--- config.mk ---
export PLATFORM = sky130hd
export DESIGN_NAME = serin_chip
export DESIGN_NICKNAME = d
export VERILOG_FILES = /design/src/rtl/serin_pkg.sv /design/src/rtl/serin_debounce.sv /design/src/rtl/serin_status.sv /design/src/rtl/serin_shifter.sv /design/src/rtl/serin_chip.sv
export SDC_FILE = /design/constraint.sdc
export NUM_CORES = 1
export LEC_CHECK = 0
export ABC_AREA = 1
export CAP_MARGIN = 20
export CORE_MARGIN = 5
export CORE_UTILIZATION = 55
export CTS_BUF_LIST = sky130_fd_sc_hd__clkbuf_8
export CTS_CLUSTER_DIAMETER = 120
export DETAILED_ROUTE_END_ITERATION = 10
export DONT_BUFFER_PORTS = 1
export GPL_TIMING_DRIVEN = 1
export PLACE_DENSITY = 0.7
export SKIP_CTS_REPAIR_TIMING = 1
export SYNTH_ARGS = -nofsm -noshare
export SYNTH_HDL_FRONTEND = slang
export SYNTH_SLANG_ARGS = --single-unit
--- constraint.sdc ---
create_clock -name clk -period 2.5 [get_ports clk]
set_clock_uncertainty 0.1 [all_clocks]
set_input_delay 0.25 -clock clk [delete_from_list [all_inputs] [get_ports clk]]
set_output_delay 0.25 -clock clk [all_outputs]
set_load 0.01 [all_outputs]
--- src/rtl/serin_pkg.sv ---
package serin_pkg;
  localparam int unsigned BYTE_W = 8;
  localparam int unsigned CRC_W  = 5;
  localparam int unsigned WORD_W = 2 * BYTE_W;
  localparam logic [CRC_W-1:0] CRC_GEN = 5'h15;

  typedef enum logic [1:0] {
    DLY_NONE  = 2'b00,
    DLY_MID   = 2'b01,
    DLY_SHORT = 2'b10,
    DLY_LONG  = 2'b11
  } dly_code_e;

  function automatic logic [CRC_W-1:0] crc5(input logic [BYTE_W-1:0] d);
    logic [CRC_W-1:0] c;
    logic fb;
    c = '0;
    for (int i = BYTE_W - 1; i >= 0; i--) begin
      fb = d[i] ^ c[CRC_W-1];
      c  = {c[CRC_W-2:0], 1'b0} ^ (fb ? CRC_GEN : '0);
    end
    return c;
  endfunction
endpackage

--- src/rtl/serin_debounce.sv ---
module serin_debounce #(
  parameter int unsigned CW = 5
) (
  input  logic          clk,
  input  logic          rst_n,
  input  logic          raw,
  input  logic [CW-1:0] limit,
  output logic          filt
);
  logic [CW-1:0] cnt_q, cnt_d;
  logic          filt_q, filt_d;

  always_comb begin
    cnt_d  = '0;
    filt_d = filt_q;
    if (raw != filt_q) begin
      if (cnt_q >= limit - CW'(1)) begin
        filt_d = raw;
      end else begin
        cnt_d = cnt_q + CW'(1);
      end
    end
  end

  always_ff @(posedge clk or negedge rst_n) begin
    if (!rst_n) begin
      cnt_q  <= '0;
      filt_q <= 1'b0;
    end else begin
      cnt_q  <= cnt_d;
      filt_q <= filt_d;
    end
  end

  assign filt = filt_q;
endmodule

--- src/rtl/serin_status.sv ---
module serin_status
  import serin_pkg::*;
(
  input  logic [BYTE_W-1:0] data,
  input  logic              uv_alarm,
  input  logic              ot_alarm,
  input  logic              uv_warn,
  output logic [BYTE_W-1:0] status
);
  always_comb begin
    status = {crc5(data), ~uv_alarm, ot_alarm, ~uv_warn};
  end
endmodule

--- src/rtl/serin_shifter.sv ---
module serin_shifter #(
  parameter int unsigned W = 16
) (
  input  logic         clk,
  input  logic         rst_n,
  input  logic         load,
  input  logic [W-1:0] word,
  input  logic         half,
  input  logic         rise,
  input  logic         fall,
  input  logic         sdi,
  output logic         msb
);
  localparam int unsigned HW = W / 2;

  logic [W-1:0] sr_q, sr_d;
  logic         cap_q, cap_d;
  logic         half_q, half_d;

  always_comb begin
    sr_d   = sr_q;
    cap_d  = cap_q;
    half_d = half_q;
    if (load) begin
      sr_d   = word;
      half_d = half;
    end else if (fall) begin
      if (half_q) begin
        sr_d[W-1:HW] = {sr_q[W-2:HW], cap_q};
      end else begin
        sr_d = {sr_q[W-2:0], cap_q};
      end
    end
    if (rise) begin
      cap_d = sdi;
    end
  end

  always_ff @(posedge clk or negedge rst_n) begin
    if (!rst_n) begin
      sr_q   <= '0;
      cap_q  <= 1'b0;
      half_q <= 1'b0;
    end else begin
      sr_q   <= sr_d;
      cap_q  <= cap_d;
      half_q <= half_d;
    end
  end

  assign msb = sr_q[W-1];
endmodule

--- src/rtl/serin_chip.sv ---
module serin_chip
  import serin_pkg::*;
#(
  parameter int unsigned T_SHORT = 3,
  parameter int unsigned T_MID   = 7,
  parameter int unsigned T_LONG  = 20
) (
  input  logic              clk,
  input  logic              rst_n,
  input  logic [BYTE_W-1:0] din,
  input  logic [1:0]        dly_sel,
  input  logic              word8,
  input  logic              uv_alarm,
  input  logic              ot_alarm,
  input  logic              uv_warn,
  input  logic              cs_n,
  input  logic              sclk,
  input  logic              sdi,
  output logic              sdo
);
  localparam int unsigned CW = $clog2(T_LONG + 1);

  logic rs1_q, rs2_q;
  always_ff @(posedge clk or negedge rst_n) begin
    if (!rst_n) begin
      rs1_q <= 1'b0;
      rs2_q <= 1'b0;
    end else begin
      rs1_q <= 1'b1;
      rs2_q <= rs1_q;
    end
  end
  logic rst_i_n;
  assign rst_i_n = rs2_q;

  logic [CW-1:0] limit;
  always_comb begin
    case (dly_code_e'(dly_sel))
      DLY_SHORT: limit = CW'(T_SHORT);
      DLY_MID:   limit = CW'(T_MID);
      DLY_LONG:  limit = CW'(T_LONG);
      default:   limit = CW'(1);
    endcase
  end

  logic [BYTE_W-1:0] filt;
  for (genvar i = 0; i < BYTE_W; i++) begin : g_flt
    serin_debounce #(.CW(CW)) u_flt (
      .clk   (clk),
      .rst_n (rst_i_n),
      .raw   (din[i]),
      .limit (limit),
      .filt  (filt[i])
    );
  end

  logic [BYTE_W-1:0] status;
  serin_status u_stat (
    .data     (filt),
    .uv_alarm (uv_alarm),
    .ot_alarm (ot_alarm),
    .uv_warn  (uv_warn),
    .status   (status)
  );

  logic cs_q, sclk_q, cs_d, sclk_d;
  always_comb begin
    cs_d   = cs_n;
    sclk_d = sclk;
  end
  always_ff @(posedge clk or negedge rst_i_n) begin
    if (!rst_i_n) begin
      cs_q   <= 1'b1;
      sclk_q <= 1'b0;
    end else begin
      cs_q   <= cs_d;
      sclk_q <= sclk_d;
    end
  end

  logic load, rise, fall;
  logic [WORD_W-1:0] word;
  always_comb begin
    load = cs_q & ~cs_n;
    rise = ~cs_q & ~sclk_q & sclk;
    fall = ~cs_q & sclk_q & ~sclk;
    word = word8 ? {filt, {BYTE_W{1'b0}}} : {filt, status};
  end

  logic msb;
  serin_shifter #(.W(WORD_W)) u_sh (
    .clk   (clk),
    .rst_n (rst_i_n),
    .load  (load),
    .word  (word),
    .half  (word8),
    .rise  (rise),
    .fall  (fall),
    .sdi   (sdi),
    .msb   (msb)
  );

  assign sdo = ~cs_q & msb;
endmodule

==> results of run 1 <==
-- area by class of cell --
cell class | count | area (sq um)
fillers | 635 | 2660
multi-input cells | 341 | 2160
flip-flops and latches | 70 | 1750
inverters | 75 | 282
repair buffers | 17 | 160
clock buffers | 10 | 138
well taps | 99 | 124
clock inverters | 6 | 55.1
-- worst paths after layout --
path	start	end	slack, ns	depth (start not counted)
max	cs_q$_DFF_PN1_	u_sh.sr_q[5]$_DFFE_PN0P_	0.51	7
min	uv_alarm	u_sh.sr_q[2]$_DFFE_PN0P_	-0.002	3
max reg2reg	cs_q$_DFF_PN1_	u_sh.sr_q[5]$_DFFE_PN0P_	0.51	7
min reg2reg	rs2_q$_DFF_PN0_	g_flt[6].u_flt.cnt_q[4]$_DFF_PN0_	0.17	0
max in group asynchronous	rs2_q$_DFF_PN0_	cs_q$_DFF_PN1_	1.35	1
min in group asynchronous	rst_n	rs1_q$_DFF_PN0_	0.03	1
-- tightest hold or removal path: cells and delay by family --
kind | cells | cell delay, ns
compound gates | 1 | 0.06
simple gates | 2 | 0.09
-- power breakdown --
group | internal (uW) | leakage (uW) | switching, uW
clock network | 477 | 0.000105 | 422
logic | 688 | 0.00140 | 1110
registers | 1390 | 0.000894 | 276
total | 2560 | 0.00240 | 1810
-- cell families after synthesis --
family / Yosys count
xor gates and xnor gates: 26
and+or+nand+nor: 185
buffers and inverters: 78
DFF: 70
other: 1
AOI/OAI and AO/OA: 73
adders and majority gates: 48
-- through the flow --
| step | cell area, sq um | util | std cells | hold slack, ns |
|---|---|---|---|---|
| 6_report | 4670 | 0.638 | 618 | -0.00237 |
| 5_1_grt | 4670 | 0.638 | 618 | 0.0114 |
| 4_1_cts | 4540 | 0.620 | 605 | -0.528 |
| 3_5_place_dp | 4350 | 0.594 | 589 | -0.146 |
| 3_3_place_gp | 4350 | 0.594 | 589 | -0.146 |
| 2_1_floorplan | 4210 | - | 489 | -0.146 |
-- sequential cells by signal (all words and copies together) (netlist names) --
signal	count
g_flt.u_flt.cnt_q	40
rs1_q	1
u_sh.half_q	1
u_sh.cap_q	1
sclk_q	1
rs2_q	1
u_sh.sr_q	16
g_flt.u_flt.filt	8
cs_q	1
-- cell usage in the layout, fill, tap and decap left out, types with 4 or more instances in the layout --
cell           instances
nand3_2                7
nor2_1                70
o21ai_0               20
xor2_1                16
inv_2                  5
o21a_1                 8
a31oi_1                6
buf_4                  4
clkbuf_8              10
ha_1                  48
nand3_1               24
xnor2_1               10
nand2_1               63
a21oi_1               16
dfrtp_1               68
nand2_2               11
inv_1                 72
o21bai_1              15
conb_1                 9
dlygate4sd3_1         13
-- per-layer routing --
layer	global-route usage	up-vias	routed length, microns
met1	0.220	1468	3540
met3	0.0416	11	227
met2	0.294	35	3850
met5	0	-	0
li1	-	1612	-
met4	0.0788	0	131
==> impl_results.md, run 1 <==
- Buf+Inv Stages, Crit Path: 3
- Drt total wl: 7.74 mm
- Post-place setup slack: between 0.4 and 0.5 ns
- Slowest cell on crit path: dfstp_2
- Vias: between 3,000 and 4,000
- Synth Instances: 481
- First drt pass iteration count: 4
- Antenna diodes: 0
- Crit path largest cell delay: 0.55 ns
- Setup TNS: 0 ns
- # IOs: 20
- H-tree levels: 3
- CTS root buffer: clkbuf_8
- VDD IR max: between 0.4 and 0.5 mV
- Worst skew pair latency: approximately 0.35 ns
- Initial antenna violation count: 0
- Width of the die: 97.2 microns
- WP data required: 2.64 ns
- Fraction of layout instances using a drive strength above 1: 0.0944
- Antenna-violating nets left: 0
- Worst Path Max Fanout: 17
- Synthesis-to-finish area growth: 11.8%
- Total CTS buffers: 9
- Pleak: around 0.0024 uW
- Port Buffers: 0
- Final cycle utilization of the critical path: 0.795
- Synth area leaders: dfrtp_1, ha_1, inv_1, nor2_1, nand2_1
- Period minus WS final: 1.99 ns
- Max cap viols: 0
- Core area: 0.00733 sq mm
- Vias per inst: 5.06
- Violated checks: negative hold slack
- PD cells: 934 mW/mm^2
- CTS max path bufs: 2
- Slew Limit Headroom: 0.621
- GRT overflow: 0
- Sequential share of the synthesized area: 0.419
- Critical path class: reg2reg
- Post-synthesis mux area share: 0
- Cell taking the most area after synthesis: dfrtp_1
- Largest family of logic cells by synthesized area: simple AND/OR/NAND/NOR gates
- Top FF cell, synth: dfrtp_1
- Critical Path End Type: flip-flop
- Routed length per instance: around 13 microns
- Mapped Area: 0.00418 sq mm
- Largest net degree at the start of global routing: 27
- Clock sink count: 70
- Worst-Margin Slew: 0.568 ns
- Initial core utilization: 0.570
- Syn avg cell area: 8.69 sq um
- Setup ws final: approximately 0.51 ns
- CP Cell Sequence: inv_1 -> nor2_4 -> inv_2 -> o21ai_2 -> inv_1 -> a21oi_1 -> a21oi_2
- Yosys warns: 0
- Post-synth top cells: inv_1, nor2_1, dfrtp_1
- Violation count after the first detailed-routing iteration: 95
- Outcome: finished with violations
- Final-report hold violation count: 1
- Max-slew violation count: 0
- Critical path arrival: 2.12 ns
- GP Congestion: 0.899
- Synth Area in XOR/XNOR: 0.0545
- First-pass GRT wire length: 13.7 mm
- HPWL after DPL: ~5.8 mm
- Post-synth EDFFs: 0
- DIE HEIGHT: between 90 and 100 microns
- FFs w/ async S/R, synth: 1.00
- Total power: 4360 uW
- Synth cell types: 34
- Startpoint types: flip-flop
- Vias in the first global route: 3,089
- Adder-cell share of the synthesized area: 0.144
- GRT Overall Usage: 0.177
- Hold crit path type: in2reg
- Number of setup violations in the final report: 0
- Yosys top cell area share: 0.413
- Hold_ws: -0.00237 ns
- Full die area: 0.00944 sq mm
- Crit path max-delay family: flip-flops
- Most used cell, CP: inv_1
- Clock slew at reported path FFs: 0.07 ns
- Detailed-route DRC error count: 0
- TritonCTS clock tree: yes
- Simple-Gate Fraction of Synth Area: 0.202
- Synth Register Bits: 70
- Final #Nets: around 580
- Maximum clock rate: 0.503 GHz
- RSZ-0062 raised after global routing: no
- Row count: 31
- Post-synthesis compound-gate area fraction: 0.109
(Power assumes the default switching activity.)
==> run 2, diff against run 1 <==
--- a/config.mk
+++ b/config.mk
@@ -5,7 +5,7 @@
 export SDC_FILE = /design/constraint.sdc
 export NUM_CORES = 1
 export LEC_CHECK = 0
-export ABC_AREA = 1
+export ABC_AREA = 0
 export CAP_MARGIN = 20
 export CORE_MARGIN = 5
 export CORE_UTILIZATION = 55
==> constraint.sdc (replaced) <==
create_clock -name clk -period 2.03 [get_ports clk]
set_clock_uncertainty 0.1 [all_clocks]
set_input_delay 0.203 -clock clk [delete_from_list [all_inputs] [get_ports clk]]
set_output_delay 0.203 -clock clk [all_outputs]
set_load 0.01 [all_outputs]
==> impl_results.md, run 2 <==
- Outcome: finished with violations
- Violated checks: negative hold slack
- Synth cell types: 35
- VDD IR max: roughly 0.48 mV
- HPWL after DPL: 6.25 mm
- WP data required: 2.14 ns
- Slew Limit Headroom: 0.615
- Commonest non-fill, non-tap cell in the layout: dfrtp_1
- H-tree levels: 3
- Core area: around 0.0076 sq mm
- Vias per inst: roughly 5.5
- Critical path class: reg2reg
- GRT Overall Usage: 0.188
- Synth area leaders: dfrtp_1, ha_1, xnor2_1, nand2_1, a21oi_1
- Detailed-route DRC error count: 0
- Max cap viols: 0
- Worst r2r path cells: 7
- Post-synth EDFFs: 0
- Period minus WS final: 1.99 ns
- Max-slew violation count: 0
- Max reg flops: 40
- Number of setup violations in the final report: 0
- Top FF cell, synth: dfrtp_1
- Initial core utilization: 0.558
- Routed length per instance: 14.6 microns
- Width of the die: 98.1 microns
- Worst skew pair latency: approximately 0.35 ns
- Final Core Density: 0.662
- Post-synth top cells: dfrtp_1, nand2_1, ha_1
- GRT overflow: 0
- Antenna diodes: 0
- Fraction of layout instances using a drive strength above 1: 0.128
- Mapped Area: 0.00427 sq mm
- Synth Register Bits: 70
- Reg-to-reg endpoint: g_flt[7].u_flt.cnt_q[0]$_DFF_PN0_
- Critical Path End Type: flip-flop
- Hold_ws: -0.00925 ns
- Largest net degree at the start of global routing: 32
- FFs w/ async S/R, synth: 1.00
- Vias in the first global route: 3,307
- Startpoint types: flip-flop
- Syn avg cell area: 9.92 sq um
- Vias: ~3,200
- Yosys top cell area share: 0.405
- Synthesis-to-finish area growth: 18.7%
- Clock slew at reported path FFs: 0.08 ns
- Drt total wl: 8.68 mm
- CTS max path bufs: 2
- TritonCTS clock tree: yes
- Port Buffers: 0
- Fillers: 616
- Final-report hold violation count: 5
- Worst Path Max Fanout: 3
- Total CTS buffers: 9
- Top reg by flops: g_flt.u_flt.cnt_q
- Antenna-violating nets left: 0
- Setup ws final: 0.0417 ns
- Full die area: 0.00962 sq mm
- Hold crit path type: in2reg
- Clock sink count: 70
- Violation count after the first detailed-routing iteration: between 150 and 200
- Post-placement cell area: 0.00460 sq mm
- Final #Nets: 553
- Post-place setup slack: -0.218 ns
- Maximum clock rate: between 0.5 and 0.6 GHz
- First-pass GRT wire length: ~15 mm
- Reg2reg start: g_flt[7].u_flt.cnt_q[0]$_DFF_PN0_
- Row count: 32
- Cell taking the most area after synthesis: dfrtp_1
- First drt pass iteration count: 4
- Initial antenna violation count: 0
- GP Congestion: 0.832
- R2R setup slack: 0.04 ns
- Synth Instances: 430
- Final cycle utilization of the critical path: 0.979
- # IOs: 20
- Final instance area: 0.00506 sq mm
- Sequential share of the synthesized area: 0.411
- CTS root buffer: clkbuf_8
- WHS Endpoint: g_flt[4].u_flt.filt$_DFFE_PN0P_
- PD cells: 1170 mW/mm^2
- Most common cell in the netlist: dfrtp_1
- Yosys warns: 0
- Most frequent cells in the layout: dfrtp_1, nand2_1, ha_1, a21oi_1, xnor2_1
- Critical path arrival: 2.10 ns
- DIE HEIGHT: a little under 100 microns
- Multi-input gate area: 0.00252 sq mm
- Hold Crit Start: din[4]
- FF+latch area: around 0.0018 sq mm
- Worst-Margin Slew: approximately 0.58 ns
- Pleak: about 0.0025 uW
- Hold Crit Depth: 3
-- run 2: changes by cell type in the layout (fill, tap and decap cells not counted), moves of 8 or more --
| cell | before | now |
|---|---|---|
| buf_4 | 4 | 30 |
| nor2_1 | 70 | 17 |
| inv_1 | 72 | 14 |
| a21o_1 | 0 | 23 |
| xor2_1 | 16 | 8 |
| a21oi_1 | 16 | 41 |
| nand2b_1 | 0 | 14 |
| a311o_1 | 0 | 8 |
| xnor2_1 | 10 | 35 |
| nand3_1 | 24 | 16 |
| nand2_2 | 11 | 0 |
| o21bai_1 | 15 | 0 |
-- run 2: stage by stage --
stage          TNS [ns]  std cells  power, uW
3_5_place_dp      -1.05        557       4570
2_1_floorplan         0        438       3960
3_3_place_gp     -0.524        557       4480
5_1_grt         -0.0506        593       6390
6_report              0        593       5930
4_1_cts          -0.253        573       5700
-- run 2: where the power goes --
part / total [uW] / switching, uW / internal [uW]
clock: 1110 / 545 / 561
sequential: 2080 / 329 / 1750
combinational: 2750 / 1280 / 1470
total: 5930 / 2150 / 3780
-- run 2: how the worst max path moves through the flow --
| stage | cells past startpoint | end | startpoint |
|---|---|---|---|
| floorplan | 7 | g_flt[0].u_flt.cnt_q[0]$_DFF_PN0_ | dly_sel[1] |
| global placement | 8 | g_flt[4].u_flt.cnt_q[0]$_DFF_PN0_ | dly_sel[1] |
| detailed placement | 8 | g_flt[4].u_flt.cnt_q[0]$_DFF_PN0_ | dly_sel[1] |
| CTS | 7 | g_flt[4].u_flt.cnt_q[0]$_DFF_PN0_ | g_flt[4].u_flt.cnt_q[0]$_DFF_PN0_ |
| global route | 7 | g_flt[4].u_flt.cnt_q[0]$_DFF_PN0_ | g_flt[4].u_flt.cnt_q[0]$_DFF_PN0_ |
| finish | 7 | g_flt[7].u_flt.cnt_q[0]$_DFF_PN0_ | g_flt[7].u_flt.cnt_q[0]$_DFF_PN0_ |
-- run 2: worst max-delay path: stages (launching register included) --
cell       delay, ns
dfrtp_1         0.35
inv_1           0.05
ha_1            0.27
nand2b_1        0.14
a21o_1          0.17
a21o_1          0.18
a21o_1          0.21
a2111oi_1       0.40
-- run 2: cell families after synthesis --
group,share of synthesized area
AO/OA/AOI/OAI,0.174
XOR/XNOR,0.101
adder cells (fa/ha/maj),0.141
buffers and inverters,0.0270
flip-flops,0.411
multiplexers,0.0191
other,0.000879
AND/OR/NAND/NOR,0.126
-- run 2: layer usage --
metal,track usage,vias to the layer above,wire [microns]
li1,-,1639,-
met1,0.234,1559,4020
met2,0.318,37,4310
met3,0.0400,11,230
met4,0.0767,0,114
met5,0,-,0
-- run 2: layout make-up --
type	count	area share
inverters	13	0.00963
well taps	102	0.0252
repair buffers	47	0.0840
clock inverters	7	0.0131
flip-flops and latches	70	0.346
clock buffers	9	0.0245
multi-input cells	345	0.497
==> run 3, diff against run 2 <==
--- a/config.mk
+++ b/config.mk
@@ -7,6 +7,7 @@
 export LEC_CHECK = 0
 export ABC_AREA = 0
 export CAP_MARGIN = 20
+export CORE_ASPECT_RATIO = 0.6
 export CORE_MARGIN = 5
 export CORE_UTILIZATION = 55
 export CTS_BUF_LIST = sky130_fd_sc_hd__clkbuf_8
@@ -18,4 +19,5 @@
 export SKIP_CTS_REPAIR_TIMING = 1
 export SYNTH_ARGS = -nofsm -noshare
 export SYNTH_HDL_FRONTEND = slang
+export SYNTH_HIERARCHICAL = 1
 export SYNTH_SLANG_ARGS = --single-unit
==> impl_results.md, run 3 <==
- Port Buffers: 0
- Synth Register Bits: 70
- Vias per inst: 5.49
- Max cap viols: 0
- Vias in the first global route: 3,961
- Top FF cell, synth: dfrtp_1
- CTS root buffer: clkbuf_8
- Cell taking the most area after synthesis: dfrtp_1
- Violated checks: negative hold slack
- WHS Endpoint: g_flt[7].u_flt/cnt_q[3]$_DFF_PN0_
- Post-synth EDFFs: 0
- Synth Instances: 493
- Vias: around 3,900
- Synth area leaders: dfrtp_1, ha_1, a311oi_1, xnor2_1, xor2_1
- Worst r2r path cells: 5
- DIE HEIGHT: 85.2 microns
- Initial core utilization: 0.565
- GP Congestion: approximately 0.83
- Final #Nets: 656
- Total power: roughly 6600 uW
- Slowest cell on crit path: ha_2
- Commonest non-fill, non-tap cell in the layout: dfrtp_1
- GRT overflow: 0
- Yosys warns: 6
- Most used cell, CP: ha_2
- Full die area: 0.0115 sq mm
- Final cycle utilization of the critical path: 0.937
- PD cells: roughly 1100 mW/mm^2
- H-tree levels: 3
- CTS max path bufs: 2
- Fraction of layout instances using a drive strength above 1: 0.214
- Reg-to-reg endpoint: g_flt[1].u_flt/cnt_q[1]$_DFF_PN0_
- Max-slew violation count: 0
- Pleak: 0.00277 uW
- Number of setup violations in the final report: 0
- TritonCTS clock tree: yes
- Mapped Area: around 0.0052 sq mm
- Routed length per instance: ~16 microns
- Yosys top cell area share: 0.333
- Antenna diodes: 0
- R2R setup slack: 0.23 ns
- # IOs: 20
- Buf+Inv Stages, Crit Path: 2
- First-pass GRT wire length: between 15 and 20 mm
- Top reg by flops: g_flt.u_flt/cnt_q
- Worst Path Max Fanout: 14
- Drt total wl: 11.1 mm
- Syn avg cell area: 10.5 sq um
- Violation count after the first detailed-routing iteration: 259
- Hold crit path type: in2reg
- Sequential share of the synthesized area: 0.338
- VDD IR max: 0.548 mV
- Crit path max-delay family: adder cells
- Outcome: finished with violations
- Reg2reg start: g_flt[1].u_flt/cnt_q[0]$_DFF_PN0_
- Most frequent cells in the layout: dfrtp_1, buf_4, ha_1, a311oi_1, inv_1
- Hold Crit Depth: 3
- Clock slew at reported path FFs: 0.07 ns
- Critical path class: in2reg
- HPWL after DPL: 8.15 mm
- Maximum clock rate: between 0.5 and 0.6 GHz
- CP Cell Sequence: ha_2 -> inv_4 -> inv_1 -> ha_2 -> nor3b_2 -> xnor2_1 -> ha_2 -> a21oi_4 -> nand2_2 -> a311oi_1
- Final-report hold violation count: 1
- Hold_ws: -0.00343 ns
- Synthesis-to-finish area growth: 19.7%
- Row count: 27
- Antenna-violating nets left: 0
- WP data required: ~2.2 ns
- Hold Crit Start: din[7]
- Core area: 0.00919 sq mm
- Total CTS buffers: 9
- Critical path arrival: 2.05 ns
- Critical Path End Type: flip-flop
- RSZ-0062 raised after global routing: no
- Largest net degree at the start of global routing: 51
- Worst skew pair latency: 0.35 ns
- Clock sink count: 70
- Post-synth top cells: dfrtp_1, ha_1, a311oi_1
- Synth cell types: 38
- Max reg flops: 40
- Initial antenna violation count: 0
- Width of the die: approximately 140 microns
- Most common cell in the netlist: dfrtp_1
- Crit path largest cell delay: 0.36 ns
- GRT Overall Usage: 0.207
- First drt pass iteration count: 5
- Startpoint types: input port
- FFs w/ async S/R, synth: 1.00
- Detailed-route DRC error count: 0
- Period minus WS final: about 1.9 ns
[run 3: per-stage QoR]
stage | TNS (ns) | worst slack (ns) | cell area (sq um) | util | cells
after floorplan | -2.50 | -0.0890 | 5370 | - | 508
after global placement | -5.87 | -0.188 | 5870 | 0.638 | 683
after detailed placement | -8.40 | -0.301 | 5870 | 0.638 | 683
after CTS | 0 | 0.0823 | 6060 | 0.659 | 699
after global routing | 0 | 0.0124 | 6210 | 0.676 | 713
final | 0 | 0.127 | 6210 | 0.676 | 713
[run 3: cells by family after synthesis]
family	Yosys count	share of synthesized area
AND/OR/NAND/NOR	111	0.125
adder cells (fa/ha/maj)	59	0.142
XOR/XNOR	67	0.125
AO/OA/AOI/OAI	112	0.177
multiplexers	18	0.0352
flip-flops	70	0.338
other	2	0.00145
buffers and inverters	54	0.0552
[run 3: area by class of cell]
| type | count | area, sq um |
|---|---|---|
| inverter | 38 | 168 |
| clock buffer | 10 | 138 |
| timing repair buffer | 75 | 611 |
| clock inverter | 6 | 55.1 |
| fill | 702 | 2980 |
| sequential | 70 | 1750 |
| tap | 130 | 163 |
| multi-input combinational | 384 | 3320 |
[run 3: worst min-delay path, cell delays in order]
cell and delay (ns):
xor2_1 0.05, nand2_2 0.11, a311oi_1 0.05
[run 3: routing by layer]
layer	GRT usage	wire (microns)	vias to the layer above
met1	0.300	5670	1906
met3	0.0486	356	4
met2	0.316	4970	45
li1	-	-	1962
met5	0	0	-
met4	0.0494	57	0
[run 3: worst max-delay path by stage]
stage,from,end,cells after the start
2_1_floorplan,dly_sel[1],g_flt[1].u_flt/filt$_DFFE_PN0P_,12
3_3_place_gp,dly_sel[1],g_flt[1].u_flt/filt$_DFFE_PN0P_,11
3_5_place_dp,dly_sel[0],g_flt[1].u_flt/cnt_q[1]$_DFF_PN0_,10
4_1_cts,dly_sel[0],g_flt[1].u_flt/cnt_q[1]$_DFF_PN0_,10
5_1_grt,dly_sel[0],g_flt[5].u_flt/cnt_q[4]$_DFF_PN0_,8
6_report,dly_sel[0],g_flt[1].u_flt/cnt_q[1]$_DFF_PN0_,10
[run 3: power by group]
group / internal (uW) / switching [uW]
logic: 1690 / 1530
registers: 1790 / 476
clock network: 588 / 534
total: 4060 / 2540
